## src/rtl/maf_pkg.sv

```systemverilog
// Shared types for the master-ID access filter.
// Assumes master identifiers are 4 bits wide, giving 16 distinct masters.
package maf_pkg;

    localparam int MID_W   = 4;
    localparam int NUM_MID = 1 << MID_W;

    typedef logic [MID_W-1:0]   mid_t;
    typedef logic [NUM_MID-1:0] perm_t;

    // Expand a master identifier to its one-hot position.
    function automatic perm_t mid_onehot(input mid_t mid);
        perm_t v;
        v = '0;
        v[mid] = 1'b1;
        return v;
    endfunction

endpackage

```

## src/rtl/maf_window_decode.sv

```systemverilog
// Address window decoder.
// Peripheral i owns page PAGE_BASE+i, where a page is the address above the
// low WIN_BITS bits. Purely combinational. Assumes
// PAGE_BASE+NUM_PERIPH <= 2**(ADDR_W-WIN_BITS) and NUM_PERIPH >= 2.
module maf_window_decode #(
    parameter int ADDR_W     = 16,
    parameter int WIN_BITS   = 12,
    parameter int NUM_PERIPH = 6,
    parameter int PAGE_BASE  = 2,
    localparam int IDX_W     = $clog2(NUM_PERIPH),
    localparam int PAGE_W    = ADDR_W - WIN_BITS
) (
    input  logic [ADDR_W-1:0]     addr,
    output logic                  hit,
    output logic [IDX_W-1:0]      idx,
    output logic [NUM_PERIPH-1:0] sel
);

    logic [PAGE_W-1:0] page;

    assign page = addr[ADDR_W-1:WIN_BITS];

    // One comparator per peripheral window.
    for (genvar i = 0; i < NUM_PERIPH; i++) begin : g_win
        localparam logic [PAGE_W-1:0] MY_PAGE = PAGE_W'(PAGE_BASE + i);
        assign sel[i] = (page == MY_PAGE);
    end

    assign hit = |sel;

    // Encode the matching window into a peripheral index.
    always_comb begin
        idx = '0;
        for (int i = 0; i < NUM_PERIPH; i++) begin
            if (sel[i]) idx = IDX_W'(i);
        end
    end

endmodule

```

## src/rtl/maf_perm_bank.sv

```systemverilog
// Bank of per-peripheral permission masks.
// Resets every mask to all ones. A write to an index at or above NUM_PERIPH
// is dropped. The read port is combinational and returns the current mask
// of rd_idx (zero for an unused index).
module maf_perm_bank
    import maf_pkg::*;
#(
    parameter int NUM_PERIPH = 6,
    localparam int IDX_W     = $clog2(NUM_PERIPH)
) (
    input  logic             clk,
    input  logic             rst_n,
    input  logic             wr_en,
    input  logic [IDX_W-1:0] wr_idx,
    input  perm_t            wr_data,
    input  logic [IDX_W-1:0] rd_idx,
    output perm_t            rd_perm
);

    perm_t mask_q [NUM_PERIPH];

    // One mask register per peripheral.
    for (genvar i = 0; i < NUM_PERIPH; i++) begin : g_mask
        localparam logic [IDX_W-1:0] MY_IDX = IDX_W'(i);
        // Load the mask on a matching write, open to all after reset.
        always_ff @(posedge clk) begin
            if (!rst_n) begin
                mask_q[i] <= '1;
            end else if (wr_en && (wr_idx == MY_IDX)) begin
                mask_q[i] <= wr_data;
            end
        end
    end

    // Select the mask of the addressed peripheral.
    always_comb begin
        rd_perm = '0;
        for (int i = 0; i < NUM_PERIPH; i++) begin
            if (rd_idx == IDX_W'(i)) rd_perm = mask_q[i];
        end
    end

endmodule

```

## src/rtl/maf_capture.sv

```systemverilog
// Sticky violation capture.
// Stores the master and peripheral of a refusal while the flag is clear and
// holds them until clr. A refusal coincident with clr wins, so it is
// captured and the flag stays set.
module maf_capture
    import maf_pkg::*;
#(
    parameter int IDX_W = 3
) (
    input  logic             clk,
    input  logic             rst_n,
    input  logic             deny,
    input  mid_t             deny_mid,
    input  logic [IDX_W-1:0] deny_idx,
    input  logic             clr,
    output logic             flag,
    output mid_t             cap_mid,
    output logic [IDX_W-1:0] cap_idx
);

    logic take;

    assign take = deny && (!flag || clr);

    // Track the sticky flag.
    always_ff @(posedge clk) begin
        if (!rst_n)     flag <= 1'b0;
        else if (deny)  flag <= 1'b1;
        else if (clr)   flag <= 1'b0;
    end

    // Record the offending master and peripheral.
    always_ff @(posedge clk) begin
        if (!rst_n) begin
            cap_mid <= '0;
            cap_idx <= '0;
        end else if (take) begin
            cap_mid <= deny_mid;
            cap_idx <= deny_idx;
        end
    end

endmodule

```

## src/rtl/mid_access_filter.sv

```systemverilog
// Master-ID peripheral access filter (top).
// Decodes the address to a peripheral window and checks the master's bit in
// that peripheral's mask. It registers the select, forwarded control and
// error responses one cycle after the access. Assumes one access per cycle
// and that a refusal or decode error needs no retry handling here.
module mid_access_filter
    import maf_pkg::*;
#(
    parameter int ADDR_W     = 16,
    parameter int WIN_BITS   = 12,
    parameter int NUM_PERIPH = 6,
    parameter int PAGE_BASE  = 2,
    localparam int IDX_W     = $clog2(NUM_PERIPH)
) (
    input  logic                  clk,
    input  logic                  rst_n,
    input  logic                  acc_valid,
    input  logic [ADDR_W-1:0]     acc_addr,
    input  logic                  acc_write,
    input  logic [MID_W-1:0]      acc_mid,
    input  logic                  cfg_we,
    input  logic [IDX_W-1:0]      cfg_idx,
    input  logic [NUM_MID-1:0]    cfg_wdata,
    input  logic                  cfg_clr,
    output logic [NUM_PERIPH-1:0] per_sel,
    output logic                  per_write,
    output logic [WIN_BITS-1:0]   per_addr,
    output logic                  rsp_prot_err,
    output logic                  rsp_dec_err,
    output logic                  viol_flag,
    output logic [MID_W-1:0]      viol_mid,
    output logic [IDX_W-1:0]      viol_pidx
);

    logic                  win_hit;
    logic [IDX_W-1:0]      win_idx;
    logic [NUM_PERIPH-1:0] win_sel;
    perm_t                 cur_perm;
    logic                  allowed;
    logic                  grant;
    logic                  deny;

    maf_window_decode #(
        .ADDR_W     (ADDR_W),
        .WIN_BITS   (WIN_BITS),
        .NUM_PERIPH (NUM_PERIPH),
        .PAGE_BASE  (PAGE_BASE)
    ) u_dec (
        .addr (acc_addr),
        .hit  (win_hit),
        .idx  (win_idx),
        .sel  (win_sel)
    );

    maf_perm_bank #(
        .NUM_PERIPH (NUM_PERIPH)
    ) u_bank (
        .clk     (clk),
        .rst_n   (rst_n),
        .wr_en   (cfg_we),
        .wr_idx  (cfg_idx),
        .wr_data (cfg_wdata),
        .rd_idx  (win_idx),
        .rd_perm (cur_perm)
    );

    // Look up the requesting master's bit in the addressed mask.
    always_comb begin
        allowed = |(mid_onehot(acc_mid) & cur_perm);
        grant   = acc_valid && win_hit && allowed;
        deny    = acc_valid && win_hit && !allowed;
    end

    maf_capture #(
        .IDX_W (IDX_W)
    ) u_cap (
        .clk      (clk),
        .rst_n    (rst_n),
        .deny     (deny),
        .deny_mid (acc_mid),
        .deny_idx (win_idx),
        .clr      (cfg_clr),
        .flag     (viol_flag),
        .cap_mid  (viol_mid),
        .cap_idx  (viol_pidx)
    );

    // Register peripheral-side outputs and the error responses.
    always_ff @(posedge clk) begin
        if (!rst_n) begin
            per_sel      <= '0;
            per_write    <= 1'b0;
            per_addr     <= '0;
            rsp_prot_err <= 1'b0;
            rsp_dec_err  <= 1'b0;
        end else begin
            per_sel      <= grant ? win_sel : '0;
            per_write    <= grant && acc_write;
            per_addr     <= grant ? acc_addr[WIN_BITS-1:0] : '0;
            rsp_prot_err <= deny;
            rsp_dec_err  <= acc_valid && !win_hit;
        end
    end

endmodule

```

## config.mk

```make
export PLATFORM = sky130hd
export DESIGN_NAME = mid_access_filter
export DESIGN_NICKNAME = d
export VERILOG_FILES = /design/src/rtl/maf_pkg.sv /design/src/rtl/maf_window_decode.sv /design/src/rtl/maf_perm_bank.sv /design/src/rtl/maf_capture.sv /design/src/rtl/mid_access_filter.sv
export SDC_FILE = /design/constraint.sdc
export NUM_CORES = 1
export LEC_CHECK = 0
export ABC_CLOCK_PERIOD_IN_PS = 3300
export CORE_AREA = 2 2 155 157
export CTS_BUF_LIST = sky130_fd_sc_hd__clkbuf_16
export CTS_CLUSTER_SIZE = 40
export DETAILED_ROUTE_END_ITERATION = 10
export DIE_AREA = 0 0 157 159
export HOLD_SLACK_MARGIN = 0.12
export PLACE_DENSITY_LB_ADDON = 0.2
export SYNTH_ARGS = -nofsm -noshare
export SYNTH_HDL_FRONTEND = slang
export SYNTH_HIERARCHICAL = 1
export SYNTH_SLANG_ARGS = --single-unit
```

## constraint.sdc

```tcl
create_clock -name clk -period 3.3 [get_ports clk]
set_input_delay 0.66 -clock clk [delete_from_list [all_inputs] [get_ports clk]]
set_output_delay 0.66 -clock clk [all_outputs]
set_load 0.01 [all_outputs]
```

==> results.txt, run 1 <==
In this run the number of H-tree levels came out at 4. The total area inside the core boundary comes to 0.0232 mm2. The tree is rooted in a sky130_fd_sc_hd__clkbuf_16. The via count of the first global-routing pass is 4027.

The total clock buffers created by CTS came out at 17. The multiplexer fraction of the synthesized cell area came out at 0.0824. With fillers left out, the area of the finished cells amounts to 0.00793 mm2.

74 I/O pins were placed. The endpoint identified for the worst register-to-register timing path is u_cap/cap_mid[1]. The library cell used most frequently in the layout, excluding fill and tap cells, is sky130_fd_sc_hd__edfxtp_1. The cell count after synthesis is 454. The distinct cell type count after synthesis is 44. The highest achievable clock rate is 0.318 GHz. The area of the die came out at 0.0250 mm2. The clock input transition at the sequential cells of the worst setup and hold paths came out at 0.06 ns. The met3 layer usage reported by global route came out at 0.0340.

The count of final setup violators is 0. The number of DRC markers in iteration 0 is 318. The proportion of synthesized chip area in sequential cells is 0.600. The number of max-capacitance violations reported is 0.

The startpoint identified for the worst hold timing path is u_cap/cap_idx[2]. The half-perimeter wire length after detailed placement is 10.4 mm. Data arrives at the worst endpoint at 3.48 ns. In the layout the commonest cells are sky130_fd_sc_hd__edfxtp_1 (96), sky130_fd_sc_hd__clkdlybuf4s50_1 (70), sky130_fd_sc_hd__or3_1 (64), sky130_fd_sc_hd__mux2i_1 (39), sky130_fd_sc_hd__buf_4 (38). The overall global routing resource usage is 0.129.

The launching point of the worst reg2reg path is u_bank/mask_q[0][10]. The initial antenna violation count is 1. The detail-routed net length per standard cell is 18.5 um. The number of inserted diodes is 0. The pin count of the biggest net entering global routing is 49.

The run finished with clean final reports. The global-route wire length before repair is 24.2 mm. The initial core utilization is 0.249.

The number of buffer and inverter instances along the worst setup path is 4. After global routing, the most crowded layer is met2. The worst setup path is of the in -> reg kind. The max-slew headroom at the worst pin came out at 0.320. The largest area contributor in the netlist is sky130_fd_sc_hd__edfxtp_1. By area the synthesized netlist is led by sky130_fd_sc_hd__edfxtp_1 (50%), sky130_fd_sc_hd__dfxtp_1 (10%), sky130_fd_sc_hd__mux2i_1 (7.5%). The die is 159 um tall. The Yosys step of the flow raised 6 warnings. In the global route stage, met2 resource usage came out at 0.199.

Traced cell by cell, the critical path runs through clkdlybuf4s50_1, nand2b_4, nor2_4, buf_12, buf_4, mux2i_1, o21a_1, o221ai_1, mux2_2, o2bb2ai_2, nor3_1, a211oi_2, nor2b_4, buf_12, mux2i_1. The number of nets handed over by synthesis was 499. The slew at the pin closest to its max-slew limit came out at 1.01 ns.

The final routed DRC violation total came out at 0. The final cycle utilization of the critical path came out at 0.951. Final hold analysis gives a worst-case slack of 0.464 ns. The number of hold violations in the final report is 0. Power spread over the standard cell area amounts to 537 mW/mm2. The peak ir drop on the vdd network came out at 376 uV. After detailed routing, the total wire length is 16.4 mm. The placed cell count is 848.

After synthesis, the share of flip-flops with an asynchronous set or reset is 0. The detailed-routing iteration count for the pre-antenna-repair pass is 4. The number of placement rows is 56. The share of post-route cells with drive strength above 1 is 0.216.

The kind of cell with the highest combined delay along the critical path is buffers and inverters. The clock tree from TritonCTS is built. The post-synthesis share of cell area spent on and, or, nand and nor gates is 0.187.

The path depth of the worst reg2reg path is 10. The total global routing overflow is 0. Counting instances, the worst hold path has a depth of 2. Summing every instance area after synthesis gives 0.00577 mm2. The worst hold path belongs to the class reg -> reg. The top cell type's share of synthesized area came out at 0.500. The area growth from synthesis to final layout is 37.4%. The delay of the slowest cell on the worst path is 0.43 ns. The x dimension of the die came out at 157 um. The pre-CTS worst setup slack is -0.575 ns. STA classifies the critical path endpoint as a flop. The maximum fanout count along the critical path came out at 7. At the end of routability-driven placement, the weighted congestion stood at 0.725. STA classifies the critical path startpoint as an input port.

Setup slack on the worst reg-to-reg path comes out at 1.09 ns. The post-synthesis average cell area is 12.7 um2. The number of flops mapped to enable cells by yosys is 96.

The mean number of vias per cell came out at 4.53. The count of fill cells added during filler insertion is 2266. The minimum clock period is 3.14 ns. The detail route stage leaves a number of antenna-violating nets equal to 0.

Excluding fillers, the count of instances in the completed layout stands at 889. The slowest stage of the critical path is the sky130_fd_sc_hd__clkdlybuf4s50_1 cell. The compound-cell area share of the yosys netlist is 0.0933. The max-slew violation total from the final report came out at 0.

The largest family of logic cells by synthesized area is simple AND/OR/NAND/NOR gates. The maximum buffer depth of the clock tree came out at 2. The smallest setup slack after layout is 0.160 ns. Clock skew on the completed layout was measured at 0.0121 ns.

The clock latency on the worst-skew pair came out at 0.43 ns. Measured on the finished design, the core utilization comes to 0.342. The xor and xnor fraction of the mapped netlist area is 0. The CTS sink count is 125.

The leading register cell type out of synthesis is sky130_fd_sc_hd__edfxtp_1. Of the total synthesized cell area, the portion taken by full adders, half adders and majority gates is 0. The final layout net count came out at 602. The static leakage came out at 2.58 nW.

The total via count after detailed routing came out at 4027. Tracing the worst setup path back leads to its startpoint at acc_addr[15]. The routing usage on met1 is 0.174. The post-synthesis sequential element count came out at 125. The count of buffers added on input and output ports is 73. The required time of the critical path came out at 3.64 ns.

The total cell area at the placement stage came out at 0.00706 mm2. The hold-critical path endpoint is u_cap/cap_idx[2].
## metrics by stage
stage | total power [mW] | TNS (ns)
floorplan | 2.03 | 0
global placement | 2.23 | -12.06
detailed placement | 2.24 | -12.84
CTS | 4.27 | 0
global route | 4.41 | -0.00867
finish | 4.26 | 0
## worst register-to-register path, stage by stage, from the launching register on
cell                        delay [ns]
sky130_fd_sc_hd__edfxtp_1         0.39
sky130_fd_sc_hd__mux2i_2          0.20
sky130_fd_sc_hd__o21a_1           0.14
sky130_fd_sc_hd__o221ai_1         0.11
sky130_fd_sc_hd__mux2_1           0.35
sky130_fd_sc_hd__o2bb2ai_2        0.16
sky130_fd_sc_hd__nor3_1           0.09
sky130_fd_sc_hd__a211oi_2         0.19
sky130_fd_sc_hd__nor2b_4          0.20
sky130_fd_sc_hd__buf_12           0.13
sky130_fd_sc_hd__mux2i_1          0.19
## synth_stat cells (2+ instances only)
cell type / count
sky130_fd_sc_hd__a211oi_1: 2
sky130_fd_sc_hd__a21boi_0: 9
sky130_fd_sc_hd__a21boi_2: 9
sky130_fd_sc_hd__and3b_1: 2
sky130_fd_sc_hd__buf_2: 8
sky130_fd_sc_hd__buf_4: 3
sky130_fd_sc_hd__buf_6: 5
sky130_fd_sc_hd__clkbuf_1: 19
sky130_fd_sc_hd__dfxtp_1: 29
sky130_fd_sc_hd__edfxtp_1: 96
sky130_fd_sc_hd__mux2_2: 3
sky130_fd_sc_hd__mux2i_1: 43
sky130_fd_sc_hd__nand2_1: 35
sky130_fd_sc_hd__nand2b_1: 22
sky130_fd_sc_hd__nand3_1: 2
sky130_fd_sc_hd__nand3b_1: 16
sky130_fd_sc_hd__nor2_1: 8
sky130_fd_sc_hd__nor3_1: 3
sky130_fd_sc_hd__o21a_1: 17
sky130_fd_sc_hd__o21ai_0: 4
sky130_fd_sc_hd__o221ai_1: 16
sky130_fd_sc_hd__o2bb2ai_1: 2
sky130_fd_sc_hd__o31ai_1: 2
sky130_fd_sc_hd__or2_1: 10
sky130_fd_sc_hd__or2_2: 6
sky130_fd_sc_hd__or2b_1: 2
sky130_fd_sc_hd__or3_1: 64
## layer usage
metal / routed length, um / part of all wire
met1: 7530 / 0.46
met2: 7580 / 0.46
met3: 1110 / 0.068
met4: 215 / 0.013
met5: 13 / 0.00079
## cell families (layout without fill, tap and decap cells)
family / after synthesis / after routing
DFF: 125 / 125
AOI/OAI and AO/OA: 64 / 64
buffers and inverters: 37 / 152
muxes: 47 / 47
and+or+nand+nor: 181 / 182
## power by group
part	internal [mW]	switching, mW
clock	1.28	0.741
sequential	1.78	0.0273
combinational	0.208	0.227
## sequential cells by signal, summed over array words and instances, names as in the netlist
register,count
u_bank/mask_q,96
per_addr,12
per_sel,6
u_cap/cap_mid,4
u_cap/cap_idx,3
per_write,1
rsp_dec_err,1
rsp_prot_err,1
u_cap/flag,1
## final cells by class
type	count	area, um2	area share
clock buffers	17	425	0.0537
clock inverters	15	210	0.0265
inverters	1	3.75	0.000473
multi-input cells	293	2220	0.281
flip-flops and latches	125	3460	0.437
well taps	319	399	0.0503
repair buffers	119	1200	0.152
## timing repair
action	4_1_cts	5_1_grt
pin swaps	1	5
hold buffers	0	0
resized for setup	5	25
cloned	0	3
setup endpoints to repair	24	18
buffers inserted	0	6
## worst max path at each step
stage,end,slack (ns),depth (start not counted)
finish,u_cap/cap_mid[1],0.16,15
global route,u_cap/cap_mid[1],-0.009,15
CTS,per_sel[2],0.02,12
detailed placement,u_cap/cap_mid[3],-0.58,15
global placement,u_cap/cap_mid[2],-0.52,15
floorplan,u_cap/cap_idx[0],0.21,15
No activity file was read; power rests on OpenSTA's default activity.
==> inputs of run 2 (changes only) <==
- GPL_TIMING_DRIVEN: not set -> 0
- SKIP_LAST_GASP: not set -> 1
==> run 2 against run 1 <==
  * Utilization shrank 0.63 points
  * Largest cell class unchanged
  * Non-clock buffer count shrank 3
  * Highest routed layer is now met4
  * Critical path type unchanged
  * Worst hold slack lost 0.0055 ns
==> results.txt, run 2 (synthesized netlist as in run 1, its figures left out) <==
The slew at the pin closest to its max-slew limit is 1.02 ns (was 1.01 ns). The final cycle utilization of the critical path is 0.948 (was 0.951). The final routed DRC violation total is 0 (unchanged). The global-route wire length before repair was 23.6 mm (was 24.2 mm). The x dimension of the die came out at 157 um (unchanged).

The count of fill cells added during filler insertion is 2283 (was 2266). The number of top-level pins came out at 74 (unchanged). The register bank with the most flops is u_bank/mask_q (unchanged). The overall power came out at 4.18 mW (was 4.26 mW).

The number of flip-flops under the largest register name is 96 (unchanged). The clock tree from TritonCTS is built (unchanged). The via count of the first global-routing pass is 3984 (was 4027). Setup repair after global routing left no endpoint under its margin. The area growth from synthesis to final layout was 34.9% (was 37.4%). The number of hold violations in the final report is 0 (unchanged). The mean number of vias per cell is 4.53 (about the same).

The most common cell after layout, fill and taps aside is sky130_fd_sc_hd__edfxtp_1 (unchanged). The minimum clock period came out at 3.13 ns (was 3.14 ns). The max-slew headroom at the worst pin is 0.318 (was 0.320). The category of cells accounting for the largest share of critical-path delay was buffers and inverters (unchanged).

The critical path capture point type was a flop (unchanged). The number of buffer and inverter instances along the worst setup path came out at 5 (was 4). The static leakage was 2.51 nW (was 2.58 nW).

The placed cell count was 850 (was 848). The number of max-capacitance violations reported was 0 (unchanged). The CTS sink count is 125 (unchanged). The delay of the slowest cell on the worst path came out at 0.31 ns (was 0.43 ns). The clock latency on the worst-skew pair came to 0.42 ns (was 0.43 ns).

The post-route setup TNS came out at 0 ns (unchanged). The number of inserted diodes is 0 (unchanged). The number of DRC markers in iteration 0 is 237 (was 318). The area inside the core boundary is 0.0232 mm2 (unchanged). The required time of the critical path was 3.64 ns (about the same).

The initial antenna violation count came to 0 (was 1). The max-slew violation total from the final report came out at 0 (unchanged). The buffer cell driving the clock tree root is sky130_fd_sc_hd__clkbuf_16 (unchanged). The maximum fanout count along the critical path came out at 10 (was 7). The worst endpoint data arrival time was 3.47 ns (was 3.48 ns). Outcome: finished clean (unchanged). The worst hold-check path type was reg -> reg (unchanged). The peak ir drop on the vdd network came out at 271 uV (was 376 uV). The total routed wirelength is 15.7 mm (was 16.4 mm). The maximum buffer depth of the clock tree came to 2 (unchanged).

The count of port buffers added during placement is 73 (unchanged). The total via count after detailed routing is 4011 (was 4027). The category of the worst setup path launch point was an input port (unchanged). The final cell count without fillers is 885 (was 889). The highest achievable clock rate came to 0.320 GHz (was 0.318 GHz). The detailed-routing iteration count for the pre-antenna-repair pass is 4 (unchanged). The share of post-route cells with drive strength above 1 came out at 0.191 (was 0.216).

Counting stages on the worst path, the most repeated cell is sky130_fd_sc_hd__buf_6. The maximum level of the CTS H-tree is 4 (unchanged). The initial core utilization is 0.249 (unchanged). The overall global routing resource usage came out at 0.129 (about the same). The half-perimeter wire length after detailed placement is 11.0 mm (was 10.4 mm).

The count of final setup violators is 0 (unchanged). Largest registers in the final layout: u_bank/mask_q: 96 flops, per_addr: 12 flops, per_sel: 6 flops (unchanged). Most frequent cells in the layout: sky130_fd_sc_hd__edfxtp_1 (96), sky130_fd_sc_hd__clkdlybuf4s50_1 (69), sky130_fd_sc_hd__or3_1 (64), sky130_fd_sc_hd__mux2i_1 (42), sky130_fd_sc_hd__nand2_1 (35) (was sky130_fd_sc_hd__edfxtp_1 (96), sky130_fd_sc_hd__clkdlybuf4s50_1 (70), sky130_fd_sc_hd__or3_1 (64), sky130_fd_sc_hd__mux2i_1 (39), sky130_fd_sc_hd__buf_4 (38)).

The power per cell area is 537 mW/mm2 (about the same). The final layout net count came out at 598 (was 602). The detail-routed net length per standard cell is 17.8 um (was 18.5 um).

The total global routing overflow came out at 0 (unchanged). The routability-driven placement congestion ratio is 0.748 (was 0.725). The pin count of the biggest net entering global routing is 17 (was 49). The antenna violation net count after detailed routing is 0 (unchanged). The slowest stage cell on the critical path is sky130_fd_sc_hd__mux2_4 (was sky130_fd_sc_hd__clkdlybuf4s50_1). CP cell instances: dlygate4sd2_1, nand2b_4, nor2_2, buf_6, buf_12, clkbuf_8, nand3b_1, o21a_1, o221ai_1, mux2_4, o2bb2ai_2, nor3_1, a211oi_2, nor2b_2, buf_6, mux2i_1 (was clkdlybuf4s50_1, nand2b_4, nor2_4, buf_12, buf_4, mux2i_1, o21a_1, o221ai_1, mux2_2, o2bb2ai_2, nor3_1, a211oi_2, nor2b_4, buf_12, mux2i_1).

The area of the die came to 0.0250 mm2 (unchanged). The clock tree skew after final layout came out at 0.0105 ns (was 0.0121 ns). The height of the die came out at 159 um (unchanged). The number of placement rows is 56 (unchanged). The clock input transition at the sequential cells of the worst setup and hold paths came out at 0.06 ns (about the same).

The total clock buffers created by CTS is 17 (unchanged). The quantity of hold-fixing buffers added after cts is 0 (unchanged). The kind of critical path is in -> reg (unchanged).
==> run 2: area by class of cell <==
cell class	count	area, um2	share of cell area
buffer	34	277	0.0355
clock inverter	15	195	0.0251
clock buffer	17	425	0.0547
sequential	125	3460	0.445
timing repair buffer	82	823	0.106
multi-input combinational	292	2190	0.282
inverter	1	3.75	0.000482
tap	319	399	0.0513
==> run 2: worst register-to-register path, stage by stage (launching register included) <==
cell and delay (ns):
sky130_fd_sc_hd__edfxtp_1 0.39, sky130_fd_sc_hd__mux2i_2 0.18, sky130_fd_sc_hd__o21a_1 0.17, sky130_fd_sc_hd__o221ai_1 0.15, sky130_fd_sc_hd__mux2_2 0.30, sky130_fd_sc_hd__o22ai_2 0.16
sky130_fd_sc_hd__nor2_1 0.10, sky130_fd_sc_hd__a211oi_2 0.24, sky130_fd_sc_hd__nor2b_2 0.18, sky130_fd_sc_hd__buf_6 0.15, sky130_fd_sc_hd__mux2i_1 0.20
==> run 2: path summary, 6_finish.rpt <==
kind / end / cells past startpoint / slack (ns) / start
worst max register to register: u_cap/cap_mid[2] / 10 / 1.02 / u_bank/mask_q[1][15]
worst min-delay path: u_cap/cap_mid[1] / 2 / 0.46 / u_cap/cap_mid[1]
worst min register to register: u_cap/cap_mid[1] / 2 / 0.46 / u_cap/cap_mid[1]
worst max-delay path: u_cap/cap_mid[2] / 16 / 0.17 / acc_addr[15]
==> run 2: power by group <==
part           switching [mW]  internal, mW  total [mW]  leakage [nW]
Clock                   0.703          1.26        1.96         0.310
Combinational           0.223         0.188       0.412          1.01
Sequential             0.0232          1.78        1.81          1.19
==> run 2: routing by layer <==
layer	global-route usage	wire (um)
met2	0.202	7380
met1	0.172	7280
met5	0	0
met3	0.0343	894
met4	0.0438	181
==> run 2: repair_timing <==
action	in CTS	in global routing
resized for setup	41	11
endpoints found under the hold margin	0	0
endpoints found under the setup margin	28	24
pin swaps	3	2
setup buffers	2	3
==> run 2: per-stage QoR <==
step                      instance area, um2  utilization  setup WS, ns  hold WS (ns)
after floorplan                         5770            -         0.211         0.479
after global placement                  6900        0.297         -1.09         0.448
after detailed placement                6990        0.302         -1.12         0.455
after CTS                               7740        0.334        0.0206         0.463
after global routing                    7780        0.336        0.0654         0.474
final                                   7780        0.336         0.172         0.459
==> inputs of run 3 (changes only) <==
- SKIP_LAST_GASP: 1 -> not set
==> results of run 3 <==
The final DEF is identical to that of run 2; final timing and power are the same.
